`config.mk`:
```
export PLATFORM = sky130hd
export DESIGN_NAME = tmr16_multi
export DESIGN_NICKNAME = d
export VERILOG_FILES = /design/src/rtl/tmr16_pkg.sv /design/src/rtl/tmr16_sync_edge.sv /design/src/rtl/tmr16_tick.sv /design/src/rtl/tmr16_core.sv /design/src/rtl/tmr16_multi.sv
export SDC_FILE = /design/constraint.sdc
export NUM_CORES = 1
export LEC_CHECK = 0
export BUFFER_PORTS_ARGS = -buffer_cell sky130_fd_sc_hd__buf_2
export CAP_MARGIN = 20
export CORE_MARGIN = 2
export CORE_UTILIZATION = 40
export CTS_CLUSTER_DIAMETER = 80
export CTS_CLUSTER_SIZE = 20
export DETAILED_ROUTE_END_ITERATION = 6
export GPL_TIMING_DRIVEN = 0
export PLACE_DENSITY = 0.62
export REMOVE_ABC_BUFFERS = 1
export SYNTH_ARGS = -nofsm -noshare
export SYNTH_HDL_FRONTEND = slang
export SYNTH_SLANG_ARGS = --single-unit
export TNS_END_PERCENT = 20
```
`constraint.sdc`:
```
create_clock -name clk -period 2 [get_ports clk]
set_input_delay 0.2 -clock clk [delete_from_list [all_inputs] [get_ports clk]]
set_output_delay 0.2 -clock clk [all_outputs]
set_load 0.005 [all_outputs]
```
`src/rtl/tmr16_pkg.sv`:
```
package tmr16_pkg;

   typedef enum logic [1:0] {
      MODE_INTERVAL = 2'd0,
      MODE_CAP_RISE = 2'd1,
      MODE_CAP_FALL = 2'd2,
      MODE_PWM      = 2'd3
   } tmr_mode_e;

   typedef enum logic [2:0] {
      CK_DIV1024 = 3'd0,
      CK_DIV256  = 3'd1,
      CK_DIV64   = 3'd2,
      CK_DIV8    = 3'd3,
      CK_DIV1    = 3'd4,
      CK_EXT_FALL = 3'd5,
      CK_EXT_RISE = 3'd6,
      CK_STOP    = 3'd7
   } tmr_clk_e;

   localparam logic [2:0] RA_CTRL = 3'd0;
   localparam logic [2:0] RA_CMP  = 3'd1;
   localparam logic [2:0] RA_CNT  = 3'd2;
   localparam logic [2:0] RA_CAP  = 3'd3;
   localparam logic [2:0] RA_STAT = 3'd4;

   // log2 of the division ratio for the internal clock codes
   function automatic int div_shift(tmr_clk_e sel);
      case (sel)
         CK_DIV1024: return 10;
         CK_DIV256:  return 8;
         CK_DIV64:   return 6;
         CK_DIV8:    return 3;
         default:    return 0;
      endcase
   endfunction

endpackage

```
`src/rtl/tmr16_sync_edge.sv`:
```
module tmr16_sync_edge #(
   parameter int STAGES = 2
) (
   input  logic clk,
   input  logic rst_n,
   input  logic pin,
   output logic rise,
   output logic fall
);
   generate
      if (STAGES < 2) begin : g_bad
         $error("tmr16_sync_edge: STAGES must be at least 2");
      end
   endgenerate

   logic [STAGES-1:0] sh_q;
   logic              last_q;

   always_ff @(posedge clk) begin
      if (!rst_n) begin
         sh_q   <= '0;
         last_q <= 1'b0;
      end else begin
         sh_q   <= {sh_q[STAGES-2:0], pin};
         last_q <= sh_q[STAGES-1];
      end
   end

   assign rise = sh_q[STAGES-1] & ~last_q;
   assign fall = ~sh_q[STAGES-1] & last_q;
endmodule

```
`src/rtl/tmr16_tick.sv`:
```
module tmr16_tick
   import tmr16_pkg::*;
#(
   parameter int PRE_W = 10
) (
   input  logic     clk,
   input  logic     rst_n,
   input  logic     restart,
   input  tmr_clk_e sel,
   input  logic     ext_rise,
   input  logic     ext_fall,
   output logic     tick
);
   generate
      if (PRE_W < 10) begin : g_bad
         $error("tmr16_tick: PRE_W must cover the largest ratio (10 bits)");
      end
   endgenerate

   logic [PRE_W-1:0] pre_q;
   logic [PRE_W-1:0] mask;

   always_ff @(posedge clk) begin
      if (!rst_n || restart) pre_q <= '0;
      else                   pre_q <= pre_q + PRE_W'(1);
   end

   always_comb begin
      mask = PRE_W'((1 << div_shift(sel)) - 1);
      case (sel)
         CK_EXT_FALL: tick = ext_fall;
         CK_EXT_RISE: tick = ext_rise;
         CK_STOP:     tick = 1'b0;
         default:     tick = ((pre_q & mask) == mask);
      endcase
   end
endmodule

```
`src/rtl/tmr16_core.sv`:
```
module tmr16_core
   import tmr16_pkg::*;
#(
   parameter int W = 16
) (
   input  logic         clk,
   input  logic         rst_n,
   input  logic         tick,
   input  logic         clr,
   input  tmr_mode_e    mode,
   input  logic [W-1:0] cmp,
   input  logic         cap_rise,
   input  logic         cap_fall,
   output logic [W-1:0] cnt,
   output logic [W-1:0] cap,
   output logic         tog,
   output logic         ovf_ev,
   output logic         mc_ev
);
   logic hit, at_max, wrap_int, cap_ev;

   always_comb begin
      hit      = (cnt == cmp);
      at_max   = (cnt == {W{1'b1}});
      wrap_int = tick && (mode == MODE_INTERVAL) && hit;
      cap_ev   = ((mode == MODE_CAP_RISE) && cap_rise) ||
                 ((mode == MODE_CAP_FALL) && cap_fall);
      ovf_ev   = tick && at_max && !wrap_int;
      mc_ev    = cap_ev ||
                 (tick && hit && ((mode == MODE_INTERVAL) || (mode == MODE_PWM)));
   end

   always_ff @(posedge clk) begin
      if (!rst_n) begin
         cnt <= '0;
         cap <= '0;
         tog <= 1'b0;
      end else begin
         if (clr)           cnt <= '0;
         else if (wrap_int) cnt <= '0;
         else if (tick)     cnt <= cnt + W'(1);
         if (wrap_int) tog <= ~tog;
         if (cap_ev)   cap <= cnt;
      end
   end
endmodule

```
`src/rtl/tmr16_multi.sv`:
```
module tmr16_multi
   import tmr16_pkg::*;
#(
   parameter int W     = 16,
   parameter int PRE_W = 10,
   parameter int SYNC  = 2
) (
   input  logic         clk,
   input  logic         rst_n,
   input  logic         wr_en,
   input  logic [2:0]   addr,
   input  logic [W-1:0] wdata,
   output logic [W-1:0] rdata,
   input  logic         ext_clk,
   input  logic         cap_in,
   output logic         tmr_out,
   output logic         irq_ovf,
   output logic         irq_mc
);
   generate
      if (W < 8) begin : g_bad
         $error("tmr16_multi: W must hold the 8-bit control byte");
      end
   endgenerate

   logic [7:0]   ctrl_q;
   logic [W-1:0] cmp_q;
   logic         pend_q;
   logic         ctrl_wr, clr, tick;
   logic         ext_rise, ext_fall, cap_rise, cap_fall;
   logic [W-1:0] cnt_q, cap_q;
   logic         tog, ovf_ev, mc_ev;
   tmr_mode_e    mode;
   tmr_clk_e     csel;

   assign ctrl_wr = wr_en && (addr == RA_CTRL);
   assign clr     = ctrl_wr && wdata[2];
   assign mode    = tmr_mode_e'(ctrl_q[4:3]);
   assign csel    = tmr_clk_e'(ctrl_q[7:5]);

   always_ff @(posedge clk) begin
      if (!rst_n) begin
         ctrl_q  <= '0;
         cmp_q   <= '0;
         pend_q  <= 1'b0;
         irq_ovf <= 1'b0;
      end else begin
         if (ctrl_wr) ctrl_q <= wdata[7:0] & 8'hFB;
         if (wr_en && addr == RA_CMP) cmp_q <= wdata;
         if (mc_ev) pend_q <= 1'b1;
         else if (wr_en && addr == RA_STAT && !wdata[0]) pend_q <= 1'b0;
         irq_ovf <= ovf_ev && ctrl_q[0];
      end
   end

   tmr16_sync_edge #(.STAGES(SYNC)) u_ext (
      .clk(clk), .rst_n(rst_n), .pin(ext_clk), .rise(ext_rise), .fall(ext_fall));

   tmr16_sync_edge #(.STAGES(SYNC)) u_cap (
      .clk(clk), .rst_n(rst_n), .pin(cap_in), .rise(cap_rise), .fall(cap_fall));

   tmr16_tick #(.PRE_W(PRE_W)) u_tick (
      .clk(clk), .rst_n(rst_n), .restart(ctrl_wr), .sel(csel),
      .ext_rise(ext_rise), .ext_fall(ext_fall), .tick(tick));

   tmr16_core #(.W(W)) u_core (
      .clk(clk), .rst_n(rst_n), .tick(tick), .clr(clr), .mode(mode),
      .cmp(cmp_q), .cap_rise(cap_rise), .cap_fall(cap_fall),
      .cnt(cnt_q), .cap(cap_q), .tog(tog), .ovf_ev(ovf_ev), .mc_ev(mc_ev));

   assign tmr_out = (mode == MODE_PWM) ? (cnt_q < cmp_q) : tog;
   assign irq_mc  = pend_q && ctrl_q[1];

   always_comb begin
      case (addr)
         RA_CTRL: rdata = W'(ctrl_q);
         RA_CMP:  rdata = cmp_q;
         RA_CNT:  rdata = cnt_q;
         RA_CAP:  rdata = cap_q;
         RA_STAT: rdata = W'(pend_q);
         default: rdata = '0;
      endcase
   end
endmodule

```
==> out/metrics.csv <==
metric,value,unit
outcome,"complete, but fails checks",
failing checks,negative setup slack,
Slew HR,41.4,%
unrepaired setup endpoints after global routing,yes,
Synth async-reset ratio,0,%
Placed Instance Area,4270,sq um
RePlAce Congestion,0.798,
Clock transition at path regs,80,ps
Syn Inst Count,455,
slack of the critical path,-215,ps
DRC viols,0,
post-DP HPWL,6.13,mm
First DRT Iteration DRCs,181,
Cell variety after synth,52,
Synth area leaders,"dfxtp_1, ha_1, nand2_1",
Worst VDD drop,0.000289,V
cell mode on critical path,o21a_1,
Post-Layout Cell Count,638,
Slew @ Worst Pin,878,ps
IO Port Bufs,42,
total grt overflow,0,
CP Class,reg2out,
initial antenna violation count,0,
post-route cell area,4880,sq um
first-pass GRT wire length,16.2,mm
vias,3287,
crit-path max cell delay,360,ps
pin count of the biggest net entering global routing,53,
minimum clock period,2220,ps
DR WL/cell,15.4,um
max cap viols,0,
fmax,451,MHz
grt met2 use,30.7,%
Final #Nets,547,
clock skew,12.3,ps
Post-synth top cells,"dfxtp_1, nand2_1, nor2_1",
number of synthesized flops with an enable pin,0,
#FFs+latches synth,74,
Antenna Cells,0,
Slew Limit Fails,0,
share of the synthesized area in the top cell type,37.2,%
final-report hold violation count,0,
ANT nets after route,0,
CP Cell Sequence,inv_2 > ha_4 > nor2b_4 > o21a_1 > o21a_1 > o211ai_1 > a21boi_2 > o22ai_2 > buf_2,
drt pass-1 iters,7,
CTS tree,yes,
Initial Util,40.9,%
Crit path required time,1800,ps
Total Die Area,10800,sq um
Yosys Warn Count,0,
clock buffer count from CTS,9,
Chip Width,104,um
vias in the first global route,3265,
Yosys top cell by area,dfxtp_1,
std cell rows,36,
crit path capture type,primary output,
Vias/cell,5.15,
LEAKAGE,1.78,nW
largest fanout on the critical path,3,
sequential area share after synthesis,37.2,%
Crit path buffers/inverters,2,
final setup violation count,17,
total track usage,18.7,%
"Slowest-stage cell, CP",dfxtp_2,
Root Buffer Master,clkbuf_8,
GRT met1 Usage,24.3,%
post-synthesis area per instance,8.75,sq um
Critical Path AT,2020,ps
Worst Hold Class,in2reg,
"delay-heaviest family, CP",compound AO/OA/AOI/OAI gates,
Post-synth top flop,dfxtp_1,
Pwr Density,625,nW/um^2
most frequent cell after synthesis,dfxtp_1,
Most Crowded Layer GR,met2,
# H-tree levels,3,
post-place setup slack,-874,ps
I/O pin count,43,
Layout area overhead,22.6,%
Routed WL,9.85,mm
Mapped Area,3980,sq um
Clock Latency Late Sink,350,ps
CTS max path bufs,2,
Die Height,104,um
Critical Path Start Type,flop,
Final period util,111,%
CTS sink cnt,74,
met3 GRT Util,3.59,%
core box area,9730,sq um
share of cells above drive strength 1,29.9,%
Post-Place Cells,608,
==> what timing repair did <==
| action | in CTS | in global routing |
|---|---|---|
| gates resized for setup | 58 | 14 |
| cloned | 2 | 0 |
| pin swaps | 21 | 8 |
| hold buffers | 0 | 0 |
| setup endpoints to repair | 41 | 21 |
| setup buffers | 9 | 3 |
==> cell usage in the layout, fill, tap and decap left out, types with 11 or more instances in the layout <==
cell type / count
nor2b_1: 25
a21boi_0: 21
mux2i_1: 16
nand2_1: 65
dfxtp_2: 21
inv_1: 16
buf_4: 11
ha_1: 15
buf_2: 42
xnor2_1: 13
dfxtp_1: 51
nor2_1: 31
==> report_power, final <==
group | switching [mW] | internal (mW)
combinational | 0.124 | 0.0878
sequential | 0.0197 | 1.49
clock | 0.591 | 0.739
total | 0.735 | 2.32
==> through the flow <==
stage	hold slack [ps]	power, mW	TNS (ps)	util (%)
global placement	412	1.73	-50350	43.7
detailed placement	420	1.73	-21950	43.9
finish	59.5	3.05	-880	50.2
CTS	60.9	3.06	-427	49.4
global route	54.0	3.17	-3290	50.2
floorplan	322	1.64	-15520	-
==> final timing paths <==
kind                            slack [ps]                          to                startpoint  cells after the start
worst min register to register         440    u_cap.sh_q[1]$_SDFF_PN0_  u_cap.sh_q[0]$_SDFF_PN0_                      1
worst max register to register         -60  u_core.cnt[9]$_SDFFE_PP0P_    cmp_q[10]$_SDFFE_PN0P_                      8
worst min-delay path                    60    u_ext.sh_q[0]$_SDFF_PN0_                   ext_clk                      2
worst max-delay path                  -220                     tmr_out     cmp_q[1]$_SDFFE_PN0P_                      9
==> per-layer routing <==
metal,wire [um],vias up
met2,4730,77
met4,127,0
li1,-,1651
met5,0,-
met3,444,12
met1,4550,1547
==> worst register-to-register path, cell delays in order (launching register included) <==
cell	delay [ps]
dfxtp_2	350
inv_2	30
ha_1	280
nand4_1	140
nor3_2	290
nand4_1	210
a211oi_4	300
nand3b_4	290
a21oi_1	70
==> state kept, by name, summed over array words and instances (netlist names), 2 cells and up <==
name,cells
u_tick.pre_q,10
u_cap.sh_q,2
cmp_q,16
u_core.cnt,16
u_ext.sh_q,2
ctrl_q,7
u_core.cap,16
==> logic make-up (layout without fill, tap and decap cells) <==
kind of cell             count (synthesis)  in the layout  synth area share (%)
AO/OA/AOI/OAI                           82             83                  14.2
XOR/XNOR                                18             18                  3.96
adder cells (fa/ha/maj)                 23             23                  7.23
buffers and inverters                   49             97                  5.06
flip-flops                              74             74                  37.2
multiplexers                            31             31                  9.96
other                                    1              1                0.0942
AND/OR/NAND/NOR                        177            178                  22.3
==> area by class of cell <==
cell class | count | area (sq um)
clock inverters | 6 | 90.1
repair buffers | 55 | 328
fillers | 944 | 4850
flip-flops and latches | 74 | 1520
multi-input cells | 334 | 2550
inverters | 26 | 97.6
clock buffers | 10 | 138
well taps | 133 | 166
Note: power is estimated with default switching activity, not from simulation.
